==> config.mk <==
export PLATFORM = sky130hd
export DESIGN_NAME = vblk_ctx_ctrl
export DESIGN_NICKNAME = d
export VERILOG_FILES = /design/src/rtl/vblk_pkg.sv /design/src/rtl/vblk_wr_chk.sv /design/src/rtl/vblk_seq.sv /design/src/rtl/vblk_fields.sv /design/src/rtl/vblk_ctx_ctrl.sv
export SDC_FILE = /design/constraint.sdc
export NUM_CORES = 1
export LEC_CHECK = 0
export BUFFER_PORTS_ARGS = -buffer_cell sky130_fd_sc_hd__buf_2
export CAP_MARGIN = 5
export CELL_PAD_IN_SITES_DETAIL_PLACEMENT = 1
export CELL_PAD_IN_SITES_GLOBAL_PLACEMENT = 2
export CORE_MARGIN = 8
export CORE_UTILIZATION = 26
export CTS_CLUSTER_DIAMETER = 100
export DETAILED_ROUTE_END_ITERATION = 8
export GPL_ROUTABILITY_DRIVEN = 0
export PLACE_DENSITY_LB_ADDON = 0.1
export SLEW_MARGIN = 10
export SYNTH_ARGS = -nofsm -noshare
export SYNTH_HDL_FRONTEND = slang
export SYNTH_SLANG_ARGS = --single-unit
==> constraint.sdc <==
create_clock -name clk -period 4.2 [get_ports clk]
set_input_delay 0.84 -clock clk [delete_from_list [all_inputs] [get_ports clk]]
set_output_delay 0.84 -clock clk [all_outputs]
set_load 0.01 [all_outputs]
==> src/rtl/vblk_pkg.sv <==
package vblk_pkg;

    localparam int unsigned DATA_W = 32;
    localparam int unsigned PTR_W  = 5;
    localparam int unsigned W2_W   = 16;
    localparam int unsigned XIL_W  = 3;
    localparam int unsigned PLEN_W = 2;
    localparam int unsigned INS_W  = 2;

    localparam logic [XIL_W-1:0] XIL_WIDE = 3'b111;

    typedef enum logic [1:0] {
        ST_SCALAR = 2'b00,
        ST_HDR    = 2'b01,
        ST_TBL    = 2'b10,
        ST_RUN    = 2'b11
    } vstate_e;

    typedef struct packed {
        logic              vlset;
        logic [XIL_W-1:0]  xil;
        logic [PLEN_W-1:0] pplen;
        logic [PLEN_W-1:0] rplen;
        logic              mode;
    } hdr_t;

endpackage

==> src/rtl/vblk_wr_chk.sv <==
module vblk_wr_chk
    import vblk_pkg::*;
#(
    parameter int unsigned LEN_W = 6
) (
    input  vstate_e             state,
    input  logic                wr_imm,
    input  logic                wr_reg,
    input  logic [DATA_W-1:0]   wdata,
    input  logic [LEN_W-1:0]    blk_len,
    output logic                wr_ok,
    output logic                wr_bad,
    output logic [PTR_W-1:0]    wr_ptr
);

    logic [DATA_W-1:0] target;
    logic              wr_any;
    logic              in_range;

    always_comb begin
        if (wr_imm) begin
            target = {{(DATA_W-PTR_W){1'b0}}, wdata[PTR_W-1:0]};
        end else begin
            target = wdata;
        end
        wr_any   = wr_imm | wr_reg;
        in_range = target < DATA_W'(blk_len);
        wr_ok    = wr_any && (state == ST_RUN) && in_range;
        wr_bad   = wr_any && !wr_ok;
        wr_ptr   = target[PTR_W-1:0];
    end

endmodule

==> src/rtl/vblk_seq.sv <==
module vblk_seq
    import vblk_pkg::*;
(
    input  logic    clk,
    input  logic    rst_n,
    input  logic    hdr_valid,
    input  logic    len_done,
    input  logic    tbl_done,
    input  logic    trap_ret,
    input  logic    last_retire,
    input  logic    ins_ret,
    input  logic    wr_ok,
    input  logic    wr_bad,
    output vstate_e state,
    output logic    cap_hdr,
    output logic    clr_all,
    output logic    set_ptr,
    output logic    step_ptr,
    output logic    setvl_req,
    output logic    ctx_clear,
    output logic    illegal_insn,
    output logic    jump_req
);

    vstate_e state_nxt;
    logic    go_setvl;

    // next state and strobes
    always_comb begin
        state_nxt = state;
        cap_hdr   = 1'b0;
        clr_all   = 1'b0;
        set_ptr   = 1'b0;
        step_ptr  = 1'b0;
        go_setvl  = 1'b0;
        unique case (state)
            ST_SCALAR: begin
                if (hdr_valid) begin
                    state_nxt = ST_HDR;
                    cap_hdr   = 1'b1;
                end
            end
            ST_HDR: begin
                if (len_done) begin
                    state_nxt = ST_TBL;
                    go_setvl  = 1'b1;
                end
            end
            ST_TBL: begin
                if (tbl_done) begin
                    state_nxt = ST_RUN;
                end
            end
            ST_RUN: begin
                if (wr_ok) begin
                    set_ptr = 1'b1;
                end else if (trap_ret) begin
                    state_nxt = ST_TBL;
                end else if (last_retire) begin
                    state_nxt = ST_SCALAR;
                    clr_all   = 1'b1;
                end else if (ins_ret) begin
                    step_ptr = 1'b1;
                end
            end
        endcase
    end

    // state register
    always_ff @(posedge clk) begin
        if (!rst_n) begin
            state <= ST_SCALAR;
        end else begin
            state <= state_nxt;
        end
    end

    // registered outputs
    always_ff @(posedge clk) begin
        if (!rst_n) begin
            setvl_req    <= 1'b0;
            ctx_clear    <= 1'b0;
            illegal_insn <= 1'b0;
            jump_req     <= 1'b0;
        end else begin
            setvl_req    <= go_setvl;
            ctx_clear    <= clr_all;
            illegal_insn <= wr_bad;
            jump_req     <= wr_ok;
        end
    end


    setvl_from_hdr_chk: assert property (@(posedge clk) disable iff (!rst_n)
        setvl_req |-> (state == ST_TBL) && ($past(state) == ST_HDR));


    leave_scalar_chk: assert property (@(posedge clk) disable iff (!rst_n)
        ($past(state) == ST_SCALAR) && (state != ST_SCALAR) |-> $past(hdr_valid));


    clear_idle_chk: assert property (@(posedge clk) disable iff (!rst_n)
        ctx_clear |-> (state == ST_SCALAR) && ($past(state) == ST_RUN));


    jump_run_chk: assert property (@(posedge clk) disable iff (!rst_n)
        jump_req |-> (state == ST_RUN) && !illegal_insn);


    trap_tbl_stay_chk: assert property (@(posedge clk) disable iff (!rst_n)
        (state == ST_TBL) && trap_ret && !tbl_done |=> (state == ST_TBL));

endmodule

==> src/rtl/vblk_fields.sv <==
module vblk_fields
    import vblk_pkg::*;
(
    input  logic              clk,
    input  logic              rst_n,
    input  logic              cap_hdr,
    input  logic              clr_all,
    input  logic              set_ptr,
    input  logic              step_ptr,
    input  hdr_t              hdr_in,
    input  logic [W2_W-1:0]   word2_in,
    input  logic [PTR_W-1:0]  wr_ptr,
    input  logic [INS_W-1:0]  ins_len,
    output hdr_t              hdr_q,
    output logic [W2_W-1:0]   word2_q,
    output logic [PTR_W-1:0]  opptr_q
);

    always_ff @(posedge clk) begin
        if (!rst_n || clr_all) begin
            hdr_q   <= '0;
            word2_q <= '0;
            opptr_q <= '0;
        end else if (cap_hdr) begin
            hdr_q   <= hdr_in;
            word2_q <= (hdr_in.xil == XIL_WIDE) ? word2_in : '0;
            opptr_q <= '0;
        end else if (set_ptr) begin
            opptr_q <= wr_ptr;
        end else if (step_ptr) begin
            opptr_q <= opptr_q + PTR_W'(ins_len);
        end
    end

endmodule

==> src/rtl/vblk_ctx_ctrl.sv <==
module vblk_ctx_ctrl
    import vblk_pkg::*;
#(
    parameter int unsigned LEN_W = 6
) (
    input  logic               clk,
    input  logic               rst_n,
    input  logic               hdr_valid,
    input  logic               hdr_vlset,
    input  logic [2:0]         hdr_xil,
    input  logic [1:0]         hdr_pplen,
    input  logic [1:0]         hdr_rplen,
    input  logic               hdr_mode,
    input  logic [15:0]        hdr_word2,
    input  logic               len_done,
    input  logic               tbl_done,
    input  logic               trap_ret,
    input  logic               last_retire,
    input  logic               ins_ret,
    input  logic [1:0]         ins_len,
    input  logic [LEN_W-1:0]   blk_len,
    input  logic               csr_wr_imm,
    input  logic               csr_wr_reg,
    input  logic [31:0]        csr_wdata,
    output logic [31:0]        csr_rdata,
    output logic               setvl_req,
    output logic               ctx_clear,
    output logic               illegal_insn,
    output logic               jump_req,
    output logic [4:0]         jump_ptr
);

    vstate_e           state;
    logic              cap_hdr, clr_all, set_ptr, step_ptr;
    logic              wr_ok, wr_bad;
    logic [PTR_W-1:0]  wr_ptr;
    hdr_t              hdr_in, hdr_q;
    logic [W2_W-1:0]   word2_q;
    logic [PTR_W-1:0]  opptr_q;

    assign hdr_in = '{vlset: hdr_vlset, xil: hdr_xil, pplen: hdr_pplen,
                      rplen: hdr_rplen, mode: hdr_mode};

    vblk_wr_chk #(.LEN_W(LEN_W)) u_wr_chk (
        .state   (state),
        .wr_imm  (csr_wr_imm),
        .wr_reg  (csr_wr_reg),
        .wdata   (csr_wdata),
        .blk_len (blk_len),
        .wr_ok   (wr_ok),
        .wr_bad  (wr_bad),
        .wr_ptr  (wr_ptr)
    );

    vblk_seq u_seq (
        .clk          (clk),
        .rst_n        (rst_n),
        .hdr_valid    (hdr_valid),
        .len_done     (len_done),
        .tbl_done     (tbl_done),
        .trap_ret     (trap_ret),
        .last_retire  (last_retire),
        .ins_ret      (ins_ret),
        .wr_ok        (wr_ok),
        .wr_bad       (wr_bad),
        .state        (state),
        .cap_hdr      (cap_hdr),
        .clr_all      (clr_all),
        .set_ptr      (set_ptr),
        .step_ptr     (step_ptr),
        .setvl_req    (setvl_req),
        .ctx_clear    (ctx_clear),
        .illegal_insn (illegal_insn),
        .jump_req     (jump_req)
    );

    vblk_fields u_fields (
        .clk      (clk),
        .rst_n    (rst_n),
        .cap_hdr  (cap_hdr),
        .clr_all  (clr_all),
        .set_ptr  (set_ptr),
        .step_ptr (step_ptr),
        .hdr_in   (hdr_in),
        .word2_in (hdr_word2),
        .wr_ptr   (wr_ptr),
        .ins_len  (ins_len),
        .hdr_q    (hdr_q),
        .word2_q  (word2_q),
        .opptr_q  (opptr_q)
    );

    assign csr_rdata = {state, hdr_q.vlset, hdr_q.xil, hdr_q.pplen, hdr_q.rplen,
                        hdr_q.mode, word2_q, opptr_q};
    assign jump_ptr  = opptr_q;


    trap_keeps_ptr_chk: assert property (@(posedge clk) disable iff (!rst_n)
        ($past(state) == ST_RUN) && (state == ST_TBL) |-> (opptr_q == $past(opptr_q)));


    bad_write_frozen_chk: assert property (@(posedge clk) disable iff (!rst_n)
        (state != ST_RUN) && (csr_wr_imm || csr_wr_reg) && !hdr_valid && !len_done
            && !tbl_done |=> illegal_insn && $stable(csr_rdata));


    range_ptr_chk: assert property (@(posedge clk) disable iff (!rst_n)
        jump_req |-> (32'(jump_ptr) < 32'($past(blk_len))));


    status_field_chk: assert property (@(posedge clk) disable iff (!rst_n)
        csr_rdata[31:30] == 2'(state));

endmodule

==> impl_metrics.csv, run 1 <==
group,metric,value,unit
synth,synth-seq-cells,36,
placed_design,dpl-instance-area,2527,um2
status,status,"complete, no violations",
timing,hold_viol_final,0,
cells_and_area,register_area,720.7,um2
power_and_ir_drop,power_density,345.4,nW/um2
power_and_ir_drop,p_sw_share,32.48,%
timing,worstMarginPinSlew,1.010,ns
placed_design,port_buffers,115,
clocking,cts_resized,0,
cells_and_area,design_area,2620,um2
synth,synth.top_cell.area_share,37.40,%
synth,synth.area.top_cells,"dfxtp_1, nor3_2, mux2i_1, a22oi_1, ha_1",
power_and_ir_drop,combPwrFrac,27.8,%
cells_and_area,multiInputGateArea,1059,um2
synth,synth_nets,273,
detailed_routing,via_count,1761,
cells_and_area,fillCellCount,887,
worst_setup_path,arrival,2.65,ns
synth,synth_edf_count,0,
synth,synth_flop_cell,"dfxtp_1",
grt,globalRouteTotalUtil,11.80,%
grt,grt_pass1_vias,1938,
worst_setup_path,worstSetupPathType,"in2reg",
worst_setup_path,critPathLaunchType,"input port",
synth,synth-compound-area-share,14.22,%
die,core,7214,um2
synth,syn_avg_cell_area,10.14,um2
placed_design,place_hpwl,4.877,mm
grt,grt-ovfl-total,0,
timing,rsz0062_at_grt,"no",
power_and_ir_drop,p_leak,0.001304,uW
die,die_area,10420,um2
detailed_routing,ant_nets,0,
timing,period_share,60.19,%
cells_and_area,n_antenna_cell,0,
power_and_ir_drop,p_switching,294.0,uW
clocking,post_cts_buffers,0,
worst_setup_path,r2r-start,"u_seq.state[0]",
synth,synth-xor-area-share,1.364,%
synth,synth_commonest_cells,"dfxtp_1, nor3_2, a22oi_1",
power_and_ir_drop,p_int,611.1,uW
clocking,cts_tree,"done",
cells_and_area,final_layout_size_suffix_gt1_share,52.17,%
detailed_routing,drcViolationCount,0,
synth,async_flop_share,0,%
hold_path,hold_path.class,"reg2reg",
die,die_x,102.1,um
clocking,cts_buffers,5,
timing,drv_slew,0,
clocking,cts_hold_buf,0,
power_and_ir_drop,clock_power_share,28.1,%
job,cap_viol_max_count,0,
grt,grt_max_degree,27,
timing,setup_slack,1.672,ns
synth,synth-simple-area-share,25.39,%
synth,synth.most_common_cell,"dfxtp_1",
timing,setup_violations,0,
synth,ys_seq_area_share,37.40,%
clocking,clk_pin_slew,0.07,ns
timing,slew_headroom,32.53,%
synth,synth.largest_area_cell,"dfxtp_1",
clocking,cts_root_buf,"clkbuf_8",
grt,grt_pass1_wl,9.584,mm
synth,synth_top_family_by_area,"simple AND/OR/NAND/NOR gates",
synth,netlist_area,1927,um2
cells_and_area,syn2layout_area_growth,35.97,%
timing,fin_skew,0.005778,ns
timing,fmax,0.3956,GHz
power_and_ir_drop,irDropWorstVdd,0.1327,mV
die,die_y,102.1,um
die,initial_core_util,26.71,%
detailed_routing,initialDrtViolationCount,43,
cells_and_area,nets,381,
synth,synth_fa_ha_area_share,5.584,%
die,rows,31,
worst_setup_path,critPathRequiredTime,4.32,ns
timing,tns,0,ns
worst_setup_path,crit_start,"csr_wdata[5]",
synth,yosys-mux-area-fraction,8.377,%
hold_path,hp-start,"u_fields.hdr_q[3]",
power_and_ir_drop,p_seq_share,44.1,%
detailed_routing,dr.pass1.iters,3,
synth,synth_cell_types,42,
detailed_routing,wirelength,6.033,mm
clocking,cts.sinks,36,
clocking,cts_buffer_depth,2,
timing,period_needed,2.528,ns
detailed_routing,vias_per_cell,4.425,
placed_design,dpl_worst_slack,1.345,ns
grt,antenna_found_initial,0,
die,ios,116,
detailed_routing,avgRoutedWirePerCell,15.16,um
synth,synthCells,190,
clocking,worst_skew_pair.late_latency,0.28,ns
synth,yosys_warnings,0,
worst_setup_path,end_kind,"flip-flop",
clocking,htree_levels,2,
worst_setup_path,cp_max_fo,26,
==> per-stage QoR <==
stage,power (uW),hold slack (ns),instances,util [%]
finish,905.1,0.5315,398,36.32
global route,969.8,0.5655,398,36.32
CTS,921.6,0.5399,398,36.32
floorplan,577.1,0.5461,190,-
detailed placement,664.3,0.5293,390,35.03
global placement,662.5,0.5167,390,35.03
==> power by group through the flow <==
stage / registers, uW / clock network, uW / logic [uW]
global placement: 407 / 0 / 255
floorplan: 408 / 0 / 169
finish: 399 / 255 / 252
global route: 405 / 282 / 282
detailed placement: 408 / 0 / 257
CTS: 400 / 265 / 257
==> kinds of logic (layout without fill, tap and decap cells) <==
kind of cell | count (synthesis) | in the layout
flops | 36 | 36
compound gates | 32 | 32
simple gates | 70 | 70
mux | 16 | 16
buf+inv | 25 | 134
fa+ha+maj | 8 | 8
xor+xnor | 3 | 3
==> flip-flops by register name (all words and copies together) (netlist names) <==
name,cells
u_seq.illegal_insn,1
u_fields.word2_q,16
u_seq.ctx_clear,1
u_fields.opptr_q,5
u_seq.setvl_req,1
u_fields.hdr_q,9
u_seq.state,2
u_seq.jump_req,1
==> placed cells by master, fill, tap and decap left out, drive strengths merged, types with 2 or more instances in the layout <==
| master | n |
|---|---|
| nand4b | 2 |
| nand3 | 3 |
| clkinv | 2 |
| nor2b | 2 |
| nand2b | 2 |
| inv | 9 |
| nand2 | 13 |
| clkbuf | 6 |
| and2 | 2 |
| nor4 | 6 |
| nor2 | 6 |
| nor3 | 27 |
| ha | 7 |
| nand4 | 2 |
| xnor2 | 3 |
| o211ai | 2 |
| dfxtp | 36 |
| mux2i | 15 |
| a22oi | 16 |
| a21oi | 6 |
| a211oi | 2 |
| buf | 117 |
==> layer usage <==
metal / vias up / GRT usage [%] / share of wire (%)
met3: 6 / 3.610 / 5.8
met5: - / 0 / 0
met1: 809 / 13.49 / 42
met2: 49 / 20.74 / 51
li1: 897 / - / -
met4: 0 / 3.047 / 0.80
==> final timing paths <==
check | slack [ns] | endpoint | cells after the start
setup reg to reg | 2.24 | u_fields.hdr_q[1] | 3
hold / removal | 0.53 | u_fields.hdr_q[3] | 2
setup / recovery | 1.67 | u_fields.hdr_q[1] | 7
hold reg to reg | 0.53 | u_fields.hdr_q[3] | 2
==> layout make-up <==
class / instances / area share, %
Clock inverter: 2 / 0.3820
Inverter: 9 / 1.289
Clock buffer: 6 / 3.152
Timing Repair Buffer: 117 / 22.54
Sequential cell: 36 / 27.51
Multi-Input combinational cell: 129 / 40.40
Tap cell: 99 / 4.728
==> critical path, stage by stage <==
cell	delay (ns)
buf_2	0.09
nor2b_1	0.12
ha_1	0.33
o211ai_1	0.12
o21a_4	0.24
a21oi_4	0.79
nor3_1	0.11
No activity file was read; power rests on OpenSTA's default activity.
==> run 2, diff against run 1 <==
--- a/config.mk
+++ b/config.mk
@@ -5,12 +5,13 @@
 export SDC_FILE = /design/constraint.sdc
 export NUM_CORES = 1
 export LEC_CHECK = 0
+export ABC_AREA = 1
 export BUFFER_PORTS_ARGS = -buffer_cell sky130_fd_sc_hd__buf_2
 export CAP_MARGIN = 5
 export CELL_PAD_IN_SITES_DETAIL_PLACEMENT = 1
 export CELL_PAD_IN_SITES_GLOBAL_PLACEMENT = 2
 export CORE_MARGIN = 8
-export CORE_UTILIZATION = 26
+export CORE_UTILIZATION = 19
 export CTS_CLUSTER_DIAMETER = 100
 export DETAILED_ROUTE_END_ITERATION = 8
 export GPL_ROUTABILITY_DRIVEN = 0
==> constraint.sdc (replaced) <==
create_clock -name clk -period 2.25 [get_ports clk]
set_input_delay 0.45 -clock clk [delete_from_list [all_inputs] [get_ports clk]]
set_output_delay 0.45 -clock clk [all_outputs]
set_load 0.01 [all_outputs]
==> run 2 against run 1 <==
Compared with the run above:
- global-route usage fell by 1.8 points
- non-clock buffer count did not move
- cell area fell by 0.48%
- critical path type is now reg2reg
- critical endpoint is now u_fields.opptr_q[4]
- largest power group unchanged
- highest routed layer unchanged
==> impl_metrics.csv, run 2 <==
group,metric,value,unit
status,status,"complete, no violations",
synth,synth_edf_count,0,
detailed_routing,initialDrtViolationCount,97,
timing,setup_violations,0,
synth,synth_cell_types,32,
grt,grt-ovfl-total,0,
grt,met1_usage,10.74,%
detailed_routing,ant_nets,0,
cells_and_area,reg.largest.list,"u_fields.word2_q: 16 flops, u_fields.hdr_q: 9 flops, u_fields.opptr_q: 5 flops",
grt,globalRouteTotalUtil,9.969,%
synth,synthCells,249,
job,cap_viol_max_count,0,
cells_and_area,largest_register_ffs,16,
clocking,post_cts_buffers,0,
worst_setup_path,critPathRequiredTime,2.41,ns
timing,holdWs,0.3987,ns
timing,period_share,80.75,%
die,initial_core_util,19.18,%
clocking,cts_buffer_depth,2,
synth,synth.area.top_cells,"dfxtp_1, nand2_1, nor2_1, a22oi_1, inv_1",
cells_and_area,fillCellCount,1210,
synth,synth.top_cell.area_share,39.16,%
die,core,9594,um2
detailed_routing,drcViolationCount,0,
clocking,cts_hold_buf,0,
synth,synth.most_common_cell,"nand2_1",
power_and_ir_drop,power_density,613.8,nW/um2
grt,grtUsageMet3,3.745,%
worst_setup_path,critPathLaunchType,"flip-flop",
synth,synth-seq-cells,36,
die,die_area,13090,um2
grt,busiest_layer,"met2",
clocking,cts_tree,"done",
cells_and_area,layout.cells.most_common,"buf_2",
synth,ys_seq_area_share,39.16,%
timing,tns,0,ns
synth,synth.largest_area_cell,"dfxtp_1",
synth,async_flop_share,0,%
clocking,htree_levels,2,
synth,yosys_warnings,0,
cells_and_area,final_cells,495,
timing,period_needed,1.817,ns
detailed_routing,wirelength,6.613,mm
timing,rsz0062_at_grt,"no",
hold_path,hp-start,"len_done",
worst_setup_path,end_kind,"flip-flop",
grt,grt_pass1_wl,10.47,mm
synth,synth_flop_cell,"dfxtp_1",
worst_setup_path,r2r-start,"u_fields.opptr_q[0]",
grt,use_met2,18.03,%
placed_design,dpl-instance-area,2511,um2
clocking,cts.sinks,36,
hold_path,hold_path.class,"in2reg",
timing,fin_skew,0.007328,ns
timing,worstMarginPinSlew,0.4288,ns
grt,antenna_found_initial,0,
die,rows,36,
cells_and_area,syn2layout_area_growth,41.67,%
clocking,cts_root_buf,"clkbuf_8",
timing,drv_slew,0,
synth,synth_nets,332,
synth,synth_commonest_cells,"nand2_1, nor2_1, dfxtp_1",
timing,hold_viol_final,0,
worst_setup_path,cp_max_fo,4,
worst_setup_path,arrival,1.98,ns
cells_and_area,top_register,"u_fields.word2_q",
synth,syn_avg_cell_area,7.392,um2
clocking,cts_buffers,5,
grt,grt_max_degree,27,
worst_setup_path,crit_start,"u_fields.opptr_q[0]",
detailed_routing,avgRoutedWirePerCell,13.36,um
placed_design,place_hpwl,5.410,mm
detailed_routing,vias_per_cell,3.945,
cells_and_area,design_area,2608,um2
detailed_routing,via_count,1953,
cells_and_area,nets,445,
die,ios,116,
clocking,clk_pin_slew,0.08,ns
die,die_x,114.4,um
die,die_y,114.4,um
cells_and_area,final_layout_size_suffix_gt1_share,38.12,%
power_and_ir_drop,irDropWorstVdd,0.2369,mV
detailed_routing,dr.pass1.iters,4,
timing,slew_headroom,71.15,%
cells_and_area,final_cell_mix,"buf_2, nand2_1, nor2_1",
power_and_ir_drop,p_leak,0.001337,uW
clocking,worst_skew_pair.late_latency,0.28,ns
timing,fmax,0.5504,GHz
cells_and_area,n_antenna_cell,0,
grt,grt_pass1_vias,2152,
synth,netlist_area,1841,um2
placed_design,port_buffers,115,
worst_setup_path,worstSetupPathType,"reg2reg",
placed_design,dp_cells,488,
clocking,cts_resized,0,
==> run 2: cell type report <==
class / instances / area (um2) / share of cell area [%]
tap: 133 / 166.4 / 6.382
multi-input combinational: 174 / 928.4 / 35.60
sequential: 36 / 720.7 / 27.64
clock buffer: 7 / 96.34 / 3.695
timing repair buffer: 117 / 590.6 / 22.65
inverter: 28 / 105.1 / 4.031
==> run 2: path summary, 6_finish.rpt <==
check	endpoint	slack, ns	cells past startpoint
hold / removal	u_seq.setvl_req	0.40	3
hold reg to reg	u_fields.hdr_q[7]	0.46	2
setup reg to reg	u_fields.opptr_q[4]	0.43	10
setup / recovery	u_fields.opptr_q[4]	0.43	10
==> run 2: worst max-delay path, stage by stage (launching register included) <==
cell and delay, ns:
dfxtp_1 0.38, ha_1 0.20, inv_1 0.06, fa_1 0.41
nor2_1 0.16, xor2_1 0.16, nor2_1 0.07, nand2_1 0.07
nand2_1 0.06, nor2_1 0.10, nor2_1 0.04
==> run 2: where the power goes <==
part,internal (uW),leakage [uW],switching (uW),total (uW)
Sequential,682,0.000292,35.6,718
Clock,273,0.0000503,219,491
Combinational,154,0.000994,237,392
==> run 2: metrics by stage <==
stage          utilization (%)  power (uW)  worst slack (ns)
6_report                 27.18        1601            0.4331
3_5_place_dp             26.17        1133            0.1644
4_1_cts                  27.18        1643            0.3844
3_3_place_gp             26.17        1132            0.2196
5_1_grt                  27.18        1718            0.1936
2_1_floorplan                -       950.8            0.5211
==> run 2: logic make-up after synthesis <==
family / after synthesis / share of synthesized area [%]
xor gates and xnor gates: 2 / 0.9519
AOI/OAI and AO/OA: 34 / 12.85
adders and majority gates: 8 / 5.846
and+or+nand+nor: 130 / 30.80
DFF: 36 / 39.16
buffers and inverters: 39 / 10.40
==> run 2: metal layers <==
metal,wire length (um),vias up
li1,-,1013
met1,2732,893
met2,3405,45
met3,441,2
met4,34,0
met5,0,-
==> run 3, diff against run 2 <==
--- a/config.mk
+++ b/config.mk
@@ -11,7 +11,7 @@
 export CELL_PAD_IN_SITES_DETAIL_PLACEMENT = 1
 export CELL_PAD_IN_SITES_GLOBAL_PLACEMENT = 2
 export CORE_MARGIN = 8
-export CORE_UTILIZATION = 19
+export CORE_UTILIZATION = 21
 export CTS_CLUSTER_DIAMETER = 100
 export DETAILED_ROUTE_END_ITERATION = 8
 export GPL_ROUTABILITY_DRIVEN = 0
==> constraint.sdc (replaced) <==
create_clock -name clk -period 1.7 [get_ports clk]
set_input_delay 0.34 -clock clk [delete_from_list [all_inputs] [get_ports clk]]
set_output_delay 0.34 -clock clk [all_outputs]
set_load 0.01 [all_outputs]
==> run 3 against run 2 <==
Compared with the run above:
- clock-buffer cell count stayed put
- cell count is 2.4% lower
- worst hold slack worse by 0.11 ns
- sequential share of layout area is 1.0 points lower
- highest routed layer unchanged
- critical endpoint is now u_fields.opptr_q[2]
==> impl_metrics.csv, run 3 (synthesis gave the netlist of run 2 again) <==
group,metric,value,unit
status,status,"complete, no violations",
cells_and_area,top_register,"u_fields.word2_q",
cells_and_area,final_cell_mix,"buf_2, nand2_1, nor2_1",
hold_path,hp-start,"len_done",
timing,fmax,0.6350,GHz
grt,grt_pass1_vias,2139,
timing,period_needed,1.575,ns
timing,slew_headroom,75.43,%
placed_design,port_buffers,115,
clocking,cts_hold_buf,0,
die,ios,116,
timing,setup_slack,0.1251,ns
power_and_ir_drop,combPwrFrac,25.9,%
timing,hold_viol_final,0,
power_and_ir_drop,p_leak,0.001415,uW
clocking,cts_root_buf,"clkbuf_8",
timing,period_share,92.64,%
die,initial_core_util,21.42,%
cells_and_area,n_antenna_cell,0,
cells_and_area,design_area,2715,um2
detailed_routing,via_count,2002,
die,die_area,12020,um2
die,core,8593,um2
detailed_routing,ant_nets,0,
power_and_ir_drop,irDropWorstVdd,0.3031,mV
clocking,cts.sinks,36,
clocking,cts_buffers,5,
power_and_ir_drop,p_sw_share,30.37,%
grt,grt_pass1_wl,10.09,mm
detailed_routing,drcViolationCount,0,
worst_setup_path,worstSetupPathType,"reg2reg",
timing,setup_violations,0,
power_and_ir_drop,power_density,790.4,nW/um2
worst_setup_path,end_kind,"flip-flop",
detailed_routing,dr.pass1.iters,4,
power_and_ir_drop,p_int,1494,uW
die,die_y,109.6,um
clocking,worst_skew_pair.late_latency,0.28,ns
timing,drv_slew,0,
placed_design,dpl_worst_slack,-0.1491,ns
job,cap_viol_max_count,0,
worst_setup_path,rrSetupSlack,0.13,ns
die,rows,34,
timing,fin_skew,0.006050,ns
timing,worstMarginPinSlew,0.3652,ns
clocking,clk_pin_slew,0.07,ns
clocking,htree_levels,2,
power_and_ir_drop,p_seq_share,43.6,%
hold_path,hold_depth,3,
cells_and_area,nets,458,
placed_design,dpl-instance-area,2570,um2
hold_path,whs_endpoint,"u_seq.setvl_req",
detailed_routing,initialDrtViolationCount,46,
cells_and_area,syn2layout_area_growth,47.52,%
cells_and_area,largest_register_ffs,16,
worst_setup_path,crit_start,"u_fields.opptr_q[0]",
grt,grt-ovfl-total,0,
worst_setup_path,r2r_cells,9,
cells_and_area,utilization,31.60,%
worst_setup_path,arrival,1.79,ns
power_and_ir_drop,clock_power_share,30.6,%
detailed_routing,vias_per_cell,4.145,
worst_setup_path,cp_max_fo,2,
grt,antenna_found_initial,0,
detailed_routing,avgRoutedWirePerCell,13.25,um
worst_setup_path,r2r_end,"u_fields.opptr_q[2]",
grt,grt_max_degree,27,
cells_and_area,reg.largest.list,"u_fields.word2_q: 16 flops, u_fields.hdr_q: 9 flops, u_fields.opptr_q: 5 flops",
power_and_ir_drop,p_switching,651.7,uW
detailed_routing,wirelength,6.399,mm
placed_design,place_hpwl,5.312,mm
cells_and_area,layout.cells.most_common,"buf_2",
clocking,cts_tree,"done",
worst_setup_path,critPathRequiredTime,1.91,ns
worst_setup_path,r2r-start,"u_fields.opptr_q[0]",
hold_path,hold_path.class,"in2reg",
die,die_x,109.6,um
worst_setup_path,critPathLaunchType,"flip-flop",
timing,rsz0062_at_grt,"yes",
clocking,cts_buffer_depth,2,
cells_and_area,final_layout_size_suffix_gt1_share,41.60,%
grt,globalRouteTotalUtil,10.58,%
## run 3: worst max-delay path by stage
stage | endpoint
global placement | u_fields.opptr_q[4]
detailed placement | u_fields.opptr_q[4]
floorplan | u_fields.opptr_q[4]
CTS | u_fields.opptr_q[4]
global route | u_fields.opptr_q[4]
finish | u_fields.opptr_q[2]
## run 3: layer usage
metal | global-route usage, % | vias up | routed length, um
li1 | - | 1039 | -
met1 | 11.31 | 912 | 2549
met2 | 19.81 | 47 | 3424
met3 | 3.107 | 4 | 379
met4 | 2.604 | 0 | 44
met5 | 0 | - | 0
## run 3: timing repair
item	CTS	global route
resized for setup	3	5
buffers inserted	0	1
pin swaps	0	7
setup endpoints to repair	1	19
## run 3: stage by stage
stage	cells	hold WS, ns	TNS [ns]	power, uW
2_1_floorplan	249	0.4592	0	1258
3_3_place_gp	475	0.4462	-2.854	1519
3_5_place_dp	475	0.4550	-3.000	1523
4_1_cts	482	0.2821	0	2198
5_1_grt	483	0.2750	-0.003042	2299
6_report	483	0.2911	0	2146
## run 3: area by class of cell
| class | instances | area [um2] |
|---|---|---|
| timing repair buffer | 130 | 700.7 |
| fill | 1124 | 5878 |
| inverter | 28 | 105.1 |
| clock buffer | 7 | 96.34 |
| tap | 108 | 135.1 |
| multi-input combinational | 174 | 955.9 |
| sequential | 36 | 721.9 |
## run 3: critical path: stages (launching register included)
cell     delay [ns]
dfxtp_2        0.36
ha_4           0.15
inv_2          0.04
fa_2           0.38
buf_4          0.15
xnor2_1        0.14
nand2_1        0.07
nand2_1        0.07
nand2_1        0.05
a21oi_1        0.10
## run 3: power groups by stage
stage          Clock [uW]  Sequential [uW]  Combinational (uW)
6_report              656              935                 555
4_1_cts               692              935                 571
3_5_place_dp            0              954                 569
3_3_place_gp            0              955                 564
2_1_floorplan           0              989                 269
5_1_grt               724              943                 632
